[config.mk]
export PLATFORM = sky130hd
export DESIGN_NAME = por_seal_top
export DESIGN_NICKNAME = d
export VERILOG_FILES = /design/src/rtl/por_seal_pkg.sv /design/src/rtl/por_seal_sync.sv /design/src/rtl/por_seal_datapath.sv /design/src/rtl/por_seal_ctrl.sv /design/src/rtl/por_seal_top.sv
export SDC_FILE = /design/constraint.sdc
export NUM_CORES = 1
export LEC_CHECK = 0
export BUFFER_PORTS_ARGS = -buffer_cell sky130_fd_sc_hd__buf_2
export CORE_AREA = 2 2 82 92
export CTS_BUF_LIST = sky130_fd_sc_hd__clkbuf_8
export DETAILED_ROUTE_END_ITERATION = 12
export DIE_AREA = 0 0 84 94
export SLEW_MARGIN = 30
export SYNTH_ARGS = -nofsm -noshare
export SYNTH_HDL_FRONTEND = slang
export SYNTH_HIERARCHICAL = 1
export SYNTH_SLANG_ARGS = --single-unit
[constraint.sdc]
create_clock -name clk -period 8.47 [get_ports clk]
set_clock_uncertainty 0.2 [all_clocks]
set_input_delay 0.847 -clock clk [delete_from_list [all_inputs] [get_ports clk]]
set_output_delay 0.847 -clock clk [all_outputs]
set_load 0.02 [all_outputs]
[src/rtl/por_seal_pkg.sv]
package por_seal_pkg;

  typedef enum logic [1:0] {
    ST_HOLD   = 2'd0,
    ST_TIMING = 2'd1,
    ST_RUN    = 2'd2
  } seq_state_t;

  // strobes from control to datapath
  typedef struct packed {
    logic cntClear;
    logic cntInc;
    logic takeFirst;
    logic dropSamples;
  } seq_strobe_t;

  // flags from datapath to control
  typedef struct packed {
    logic atHalf;
    logic atThreeQ;
    logic atLast;
    logic firstLow;
    logic secondHit;
  } seq_flags_t;

endpackage

[src/rtl/por_seal_sync.sv]
module por_seal_sync #(
  parameter int W = 3,
  parameter logic [W-1:0] RST_VAL = '0
) (
  input  logic         clk,
  input  logic         porN,
  input  logic [W-1:0] din,
  output logic [W-1:0] dout
);

  logic [W-1:0] stage1;
  logic [W-1:0] stage2;

  always_ff @(posedge clk or negedge porN) begin
    if (!porN) begin
      stage1 <= RST_VAL;
      stage2 <= RST_VAL;
    end else begin
      stage1 <= din;
      stage2 <= stage1;
    end
  end

  assign dout = stage2;

endmodule

[src/rtl/por_seal_datapath.sv]
module por_seal_datapath
  import por_seal_pkg::*;
#(
  parameter int TIMEOUT_CYCLES = 20_000_000
) (
  input  logic        clk,
  input  logic        porN,
  input  seq_strobe_t strobe,
  input  logic        statusLvl,
  output seq_flags_t  flags
);

  localparam int CNT_W    = $clog2(TIMEOUT_CYCLES + 1);
  localparam int HALF_PT  = TIMEOUT_CYCLES / 2;
  localparam int THREEQ   = (TIMEOUT_CYCLES / 4) * 3 + ((TIMEOUT_CYCLES % 4) * 3) / 4;
  localparam int LAST_PT  = TIMEOUT_CYCLES - 1;

  logic [CNT_W-1:0] cnt;
  logic             firstLow;

  always_ff @(posedge clk or negedge porN) begin
    if (!porN) begin
      cnt <= '0;
    end else if (strobe.cntClear) begin
      cnt <= '0;
    end else if (strobe.cntInc) begin
      cnt <= cnt + CNT_W'(1);
    end
  end

  // first status sample: pin low at the midpoint
  always_ff @(posedge clk or negedge porN) begin
    if (!porN) begin
      firstLow <= 1'b0;
    end else if (strobe.dropSamples) begin
      firstLow <= 1'b0;
    end else if (strobe.takeFirst) begin
      firstLow <= ~statusLvl;
    end
  end

  always_comb begin
    flags.atHalf    = (cnt == CNT_W'(HALF_PT));
    flags.atThreeQ  = (cnt == CNT_W'(THREEQ));
    flags.atLast    = (cnt == CNT_W'(LAST_PT));
    flags.firstLow  = firstLow;
    flags.secondHit = firstLow & ~statusLvl;
  end

endmodule

[src/rtl/por_seal_ctrl.sv]
module por_seal_ctrl
  import por_seal_pkg::*;
(
  input  logic        clk,
  input  logic        porN,
  input  logic        supOk,
  input  logic        mrN,
  input  seq_flags_t  flags,
  output seq_strobe_t strobe,
  output logic        resetN,
  output logic        battConnect,
  output logic        sealArmed
);

  seq_state_t state;
  seq_state_t nextState;
  logic       armed;
  logic       sealActive;
  logic       ignoreMr;
  logic       mrAct;
  logic       armNow;

  assign ignoreMr = flags.firstLow | armed;
  assign mrAct    = ~mrN & ~ignoreMr;

  always_comb begin
    nextState = state;
    strobe    = '0;
    armNow    = 1'b0;
    unique case (state)
      ST_HOLD: begin
        strobe.cntClear    = 1'b1;
        strobe.dropSamples = 1'b1;
        if (supOk && !mrAct) nextState = ST_TIMING;
      end
      ST_TIMING: begin
        if (!supOk || mrAct) begin
          nextState          = ST_HOLD;
          strobe.cntClear    = 1'b1;
          strobe.dropSamples = 1'b1;
        end else if (flags.atLast) begin
          nextState          = ST_RUN;
          strobe.cntClear    = 1'b1;
          strobe.dropSamples = 1'b1;
        end else begin
          strobe.cntInc    = 1'b1;
          strobe.takeFirst = flags.atHalf;
          armNow           = flags.atThreeQ & flags.secondHit;
        end
      end
      ST_RUN: begin
        strobe.cntClear    = 1'b1;
        strobe.dropSamples = 1'b1;
        if (!supOk || mrAct) nextState = ST_HOLD;
      end
      default: begin
        nextState       = ST_HOLD;
        strobe.cntClear = 1'b1;
      end
    endcase
  end

  always_ff @(posedge clk or negedge porN) begin
    if (!porN) state <= ST_HOLD;
    else       state <= nextState;
  end

  always_ff @(posedge clk or negedge porN) begin
    if (!porN) begin
      armed      <= 1'b0;
      sealActive <= 1'b0;
    end else if (sealActive) begin
      if (supOk) sealActive <= 1'b0;
    end else if (armed && !supOk) begin
      sealActive <= 1'b1;
      armed      <= 1'b0;
    end else if (armNow) begin
      armed <= 1'b1;
    end
  end

  assign resetN      = (state == ST_RUN);
  assign battConnect = ~sealActive;
  assign sealArmed   = armed;

endmodule

[src/rtl/por_seal_top.sv]
module por_seal_top
  import por_seal_pkg::*;
#(
  parameter int TIMEOUT_CYCLES = 20_000_000
) (
  input  logic clk,
  input  logic porN,
  input  logic supplyOkIn,
  input  logic manRstNIn,
  input  logic statusPinIn,
  output logic resetN,
  output logic battConnect
);

  initial begin
    if (TIMEOUT_CYCLES < 8) $error("TIMEOUT_CYCLES must be at least 8");
  end

  logic [2:0]  syncOut;
  logic        supOkS;
  logic        mrS;
  logic        statusS;
  logic        sealArmed;
  seq_strobe_t strobe;
  seq_flags_t  flags;

  por_seal_sync #(.W(3), .RST_VAL(3'b110)) u_sync (
    .clk  (clk),
    .porN (porN),
    .din  ({manRstNIn, statusPinIn, supplyOkIn}),
    .dout (syncOut)
  );

  assign supOkS  = syncOut[0];
  assign statusS = syncOut[1];
  assign mrS     = syncOut[2];

  por_seal_datapath #(.TIMEOUT_CYCLES(TIMEOUT_CYCLES)) u_dp (
    .clk       (clk),
    .porN      (porN),
    .strobe    (strobe),
    .statusLvl (statusS),
    .flags     (flags)
  );

  por_seal_ctrl u_ctrl (
    .clk         (clk),
    .porN        (porN),
    .supOk       (supOkS),
    .mrN         (mrS),
    .flags       (flags),
    .strobe      (strobe),
    .resetN      (resetN),
    .battConnect (battConnect),
    .sealArmed   (sealArmed)
  );

endmodule

Word-level counts from Yosys, hierarchy flattened --
Cells that the tools add are included. W data, S select, Z words.
Cells by class: add/subtract/negate cells 1, equal/unequal tests 8, multiplexer cells 24, bitwise logic cells 8, reductions and logical operators 12
Operators by type and width (number):
- $eq A25 B24 Y1 const B | 2
- $mux W25 | 2
- $add A25 B1 Y25 const B | 1
- $eq A25 B25 Y1 const B | 1
- $mux W2 | 7
- $mux W1 | 13
- $pmux W2 S3 | 1
- $reduce_bool A2 Y1 | 3
- $ne A2 B1 Y1 const B | 2
- $not A1 Y1 | 4
- $and A1 B1 Y1 | 3
- $ne A3 B2 Y1 const B | 1
- $reduce_and A3 Y1 | 1
- $eq A2 B1 Y1 const B | 1
- $eq A2 B2 Y1 const B | 1
- $logic_and A1 B1 Y1 | 2
- $logic_not A1 Y1 | 2
- $logic_not A2 Y1 | 1
- $pmux W1 S2 | 1
- $reduce_and A2 Y1 | 1
- $reduce_or A2 Y1 | 1
- $logic_or A1 B1 Y1 | 1
- $or A1 B1 Y1 | 1
Word-level totals: bits in registers 36, input bits 5, output and inout port bits 2, word-level logic and storage cells 60

Depth between registers and ports, before layout --
depth after elaboration 8, gate-level depth with buffers 11, gate-level depth less buffers 9

Modules after synthesis --
Netlist, hierarchy kept.
Modules (own cells, without submodules):
- por_seal_datapath | times used 1, cells each 167, area each 1525.2 um^2
- por_seal_ctrl | times used 1, cells each 22, area each 206.4 um^2
- por_seal_sync | times used 1, cells each 6, area each 155.1 um^2

Least setup slack after synthesis --
No wires, ideal clock.
path type flip-flop to flip-flop, start point reg u_dp.cnt[10], end point reg u_dp.cnt[19], arrival time 2.935 ns, required time 8.193 ns, path slack 5.257 ns, stages on the path, launching flop included 11, path buffers 2, clock period less this slack 3.213 ns, cells stage by stage dfrtp_1 > clkbuf_1 > nand4_1 > or4_1 > nor4_1 > or3_4 > o21ai_1 > or4_1 > buf_2 > or4_1 > a21oi_1
RTL lines:
- from (decl) | line por_seal_datapath.sv:18 | logic [CNT_W-1:0] cnt;
- from (signal assigned) | line por_seal_datapath.sv:27 | cnt <= cnt + CNT_W'(1);

==> metrics.cfg <==
[status]
outcome = finished clean

[placement]
dp_hpwl_mm = 2.690
port_buffers = 6
post-place-ws_ns = 4.716
globalplace.congestion = 0.8645
dpl_cell_area_sq_um = 1971

[timing]
clock.fmax_ghz = 0.2636
tightest_slew_ns = 0.7728
period_needed_ns = 3.793
setup_tns_ns = 0
relSlewSlack_pct = 48.48
rsz0062_at_grt = no
fin_crit_sh_pct = 44.78
setup_viol = 0
fin_ws_ns = 4.677
finalHoldViolations = 0
slew_violations = 0

[die]
die_h_um = 94
core_area_sq_um = 6927
io_pins = 7
die_area_sq_um = 7896
die_w_um = 84
num_rows = 32
initial_utilization_pct = 27.24

[final_layout]
layout.nets = 206
diodes = 0
fin_util_pct = 29.80
layout-drive-gt1-share_pct = 15.00
syn_to_final_growth_pct = 9.416
design_area_sq_um = 2064

[clock_tree]
clockRootBuffer = clkbuf_8
clk_latency_ns = 0.28
clk_path_buf_depth = 2
path_clk_slew_ns = 0.07
htree_levels = 2
cts_setup_buffers = 0
cts_hold_buf = 0
cts_inserted_buffers = 5
clkSinkCount = 36
post_cts_resized = 0
cts_tree = done

[yosys]
netlist_instances = 195
synth.net_count = 202
ys_top_cells_by_area = dfrtp_1 (42%), dfstp_2 (5.6%), nor2_1 (4.4%)
syn_area_per_cell_sq_um = 9.676
synth_cell_types = 43
async_reset_ff_share_pct = 100.0
synth.most_common_cell = dfrtp_1
synth_top_area_cell = dfrtp_1
synth_edf_count = 0
yosysTopAreaCellShare_pct = 42.44
yosysWarnings = 6
synth-seq-area-share_pct = 48.01
synth-seq-cells = 36
synth_common_cells = dfrtp_1 (32), nor2_1 (22), nand4_1 (12)
synthesis.area_sq_um = 1887
ys.flop_type = dfrtp_1

[worst_setup_path]
r2r_start = u_dp/cnt[0]$_DFFE_PN0P_
crit_top_cell = or4_1
max_stage_delay_ns = 0.60
cpMaxStageDelayCell = or4_1
start_kind = register
critPathKind = reg -> reg
reg2regPathDepth = 8
cp-end-kind = register
crit_fanout = 31
critPathRequiredTime_ns = 8.48
reg2reg_setup_slack_ns = 4.68
worstPathArrival_ns = 3.80
worstPathCellList = ha_1 > nand3_1 > nor4_1 > or3_4 > o21ai_1 > or4_1 > or4_1 > a21oi_1
r2r-end = u_dp/cnt[19]$_DFFE_PN0P_

[route]
via_count = 1484
wl_mm = 3.865
wl_per_cell_um = 13.56
antenna_left = 0
via_per_inst = 5.207
drtIter0Drc = 124
dr.pass1.iters = 4
drc = 0

[global_routing]
antenna_found_initial = 0
gr-total-overflow = 0
grt_max_degree = 37
grtUsageTotal_pct = 10.50
grt_pass1_vias = 1334
grt_pass1_wl_mm = 6.548

[pwr]
p_per_area_nw_per_um2 = 148.4
p_leak_nw = 0.6987
irDropWorstVdd_mv = 0.09612

[run]
maxCapViolations = 0

[hold_path]
holdPathStages = 0
hold_path_class = reg -> reg
min_from = u_sync/stage1[0]$_DFF_PN0_
hold_end = u_sync/dout[0]$_DFF_PN0_

[placed cells by master, fill, tap and decap left out, types with 6 or more instances in the layout]
master,instances
dfrtp_1,32
nor2_1,22
nand4_1,12
nand2_1,10
or4_1,10
a21oi_1,10
nor4_1,9
inv_1,8
nand3_1,7
xnor2_1,7
clkbuf_8,6
buf_2,6
[worst max-delay path by stage]
stage | start | end | slack (ns) | cells after the start
2_1_floorplan | u_dp/cnt[10]$_DFFE_PN0P_ | u_dp/cnt[19]$_DFFE_PN0P_ | 5.26 | 10
3_3_place_gp | u_dp/cnt[0]$_DFFE_PN0P_ | u_dp/cnt[19]$_DFFE_PN0P_ | 4.84 | 8
3_5_place_dp | u_dp/cnt[0]$_DFFE_PN0P_ | u_dp/cnt[19]$_DFFE_PN0P_ | 4.72 | 8
4_1_cts | u_dp/cnt[0]$_DFFE_PN0P_ | u_dp/cnt[19]$_DFFE_PN0P_ | 4.68 | 8
5_1_grt | u_dp/cnt[0]$_DFFE_PN0P_ | u_dp/cnt[19]$_DFFE_PN0P_ | 4.37 | 8
6_report | u_dp/cnt[0]$_DFFE_PN0P_ | u_dp/cnt[19]$_DFFE_PN0P_ | 4.68 | 8
[metal layers]
metal,GRT usage [%],part of all wire [%]
met5,0,0
met3,2.900,3.9
met4,4.839,1.7
met2,16.47,47
met1,13.48,48
[cell families (layout without fill, tap and decap cells)]
| family | after synthesis | in the layout | synth area share, % |
|---|---|---|---|
| XOR/XNOR | 12 | 12 | 5.570 |
| flip-flops | 36 | 36 | 48.01 |
| buffers and inverters | 17 | 22 | 4.376 |
| AND/OR/NAND/NOR | 98 | 98 | 30.04 |
| AO/OA/AOI/OAI | 27 | 27 | 8.953 |
| adder cells (fa/ha/maj) | 2 | 2 | 1.326 |
| multiplexers | 3 | 3 | 1.724 |
[final cells by class]
cell class | instances | area, sq um
fill | 699 | 4862
sequential | 36 | 905.9
multi-input combinational | 142 | 898.4
tap | 85 | 106.4
clock buffer | 6 | 82.58
timing repair buffer | 6 | 30.03
inverter | 8 | 30.03
clock inverter | 2 | 11.26
[where the power goes]
part	internal, mW	total (mW)	switching [mW]
Clock	0.0648	0.124	0.0594
Sequential	0.174	0.175	0.000977
Combinational	0.00153	0.00695	0.00542
Total	0.241	0.306	0.0658
[critical path, delay by kind of cell, from the launching register on]
kind | cells | cell delay [ns]
fa+ha+maj | 1 | 0.29
compound gates | 2 | 0.30
simple gates | 5 | 2.45
flops | 1 | 0.46
[sequential cells by signal (all words and copies together), names as in the netlist]
| name | cells |
|---|---|
| u_dp/cnt | 25 |
| u_ctrl/state | 2 |
| u_sync/stage1 | 3 |
| u_dp/firstLow | 1 |
| u_ctrl/sealArmed | 1 |
| u_sync/dout | 3 |
| u_ctrl/sealActive | 1 |
[stage by stage]
stage / power, mW / instances / hold WS [ns]
floorplan: 0.1811 / 195 / 0.1312
global placement: 0.1858 / 277 / 0.1461
detailed placement: 0.1860 / 277 / 0.1371
CTS: 0.3135 / 285 / 0.1541
global route: 0.3225 / 285 / 0.1714
finish: 0.3065 / 285 / 0.1513
Power figures use the tool's default switching activity.
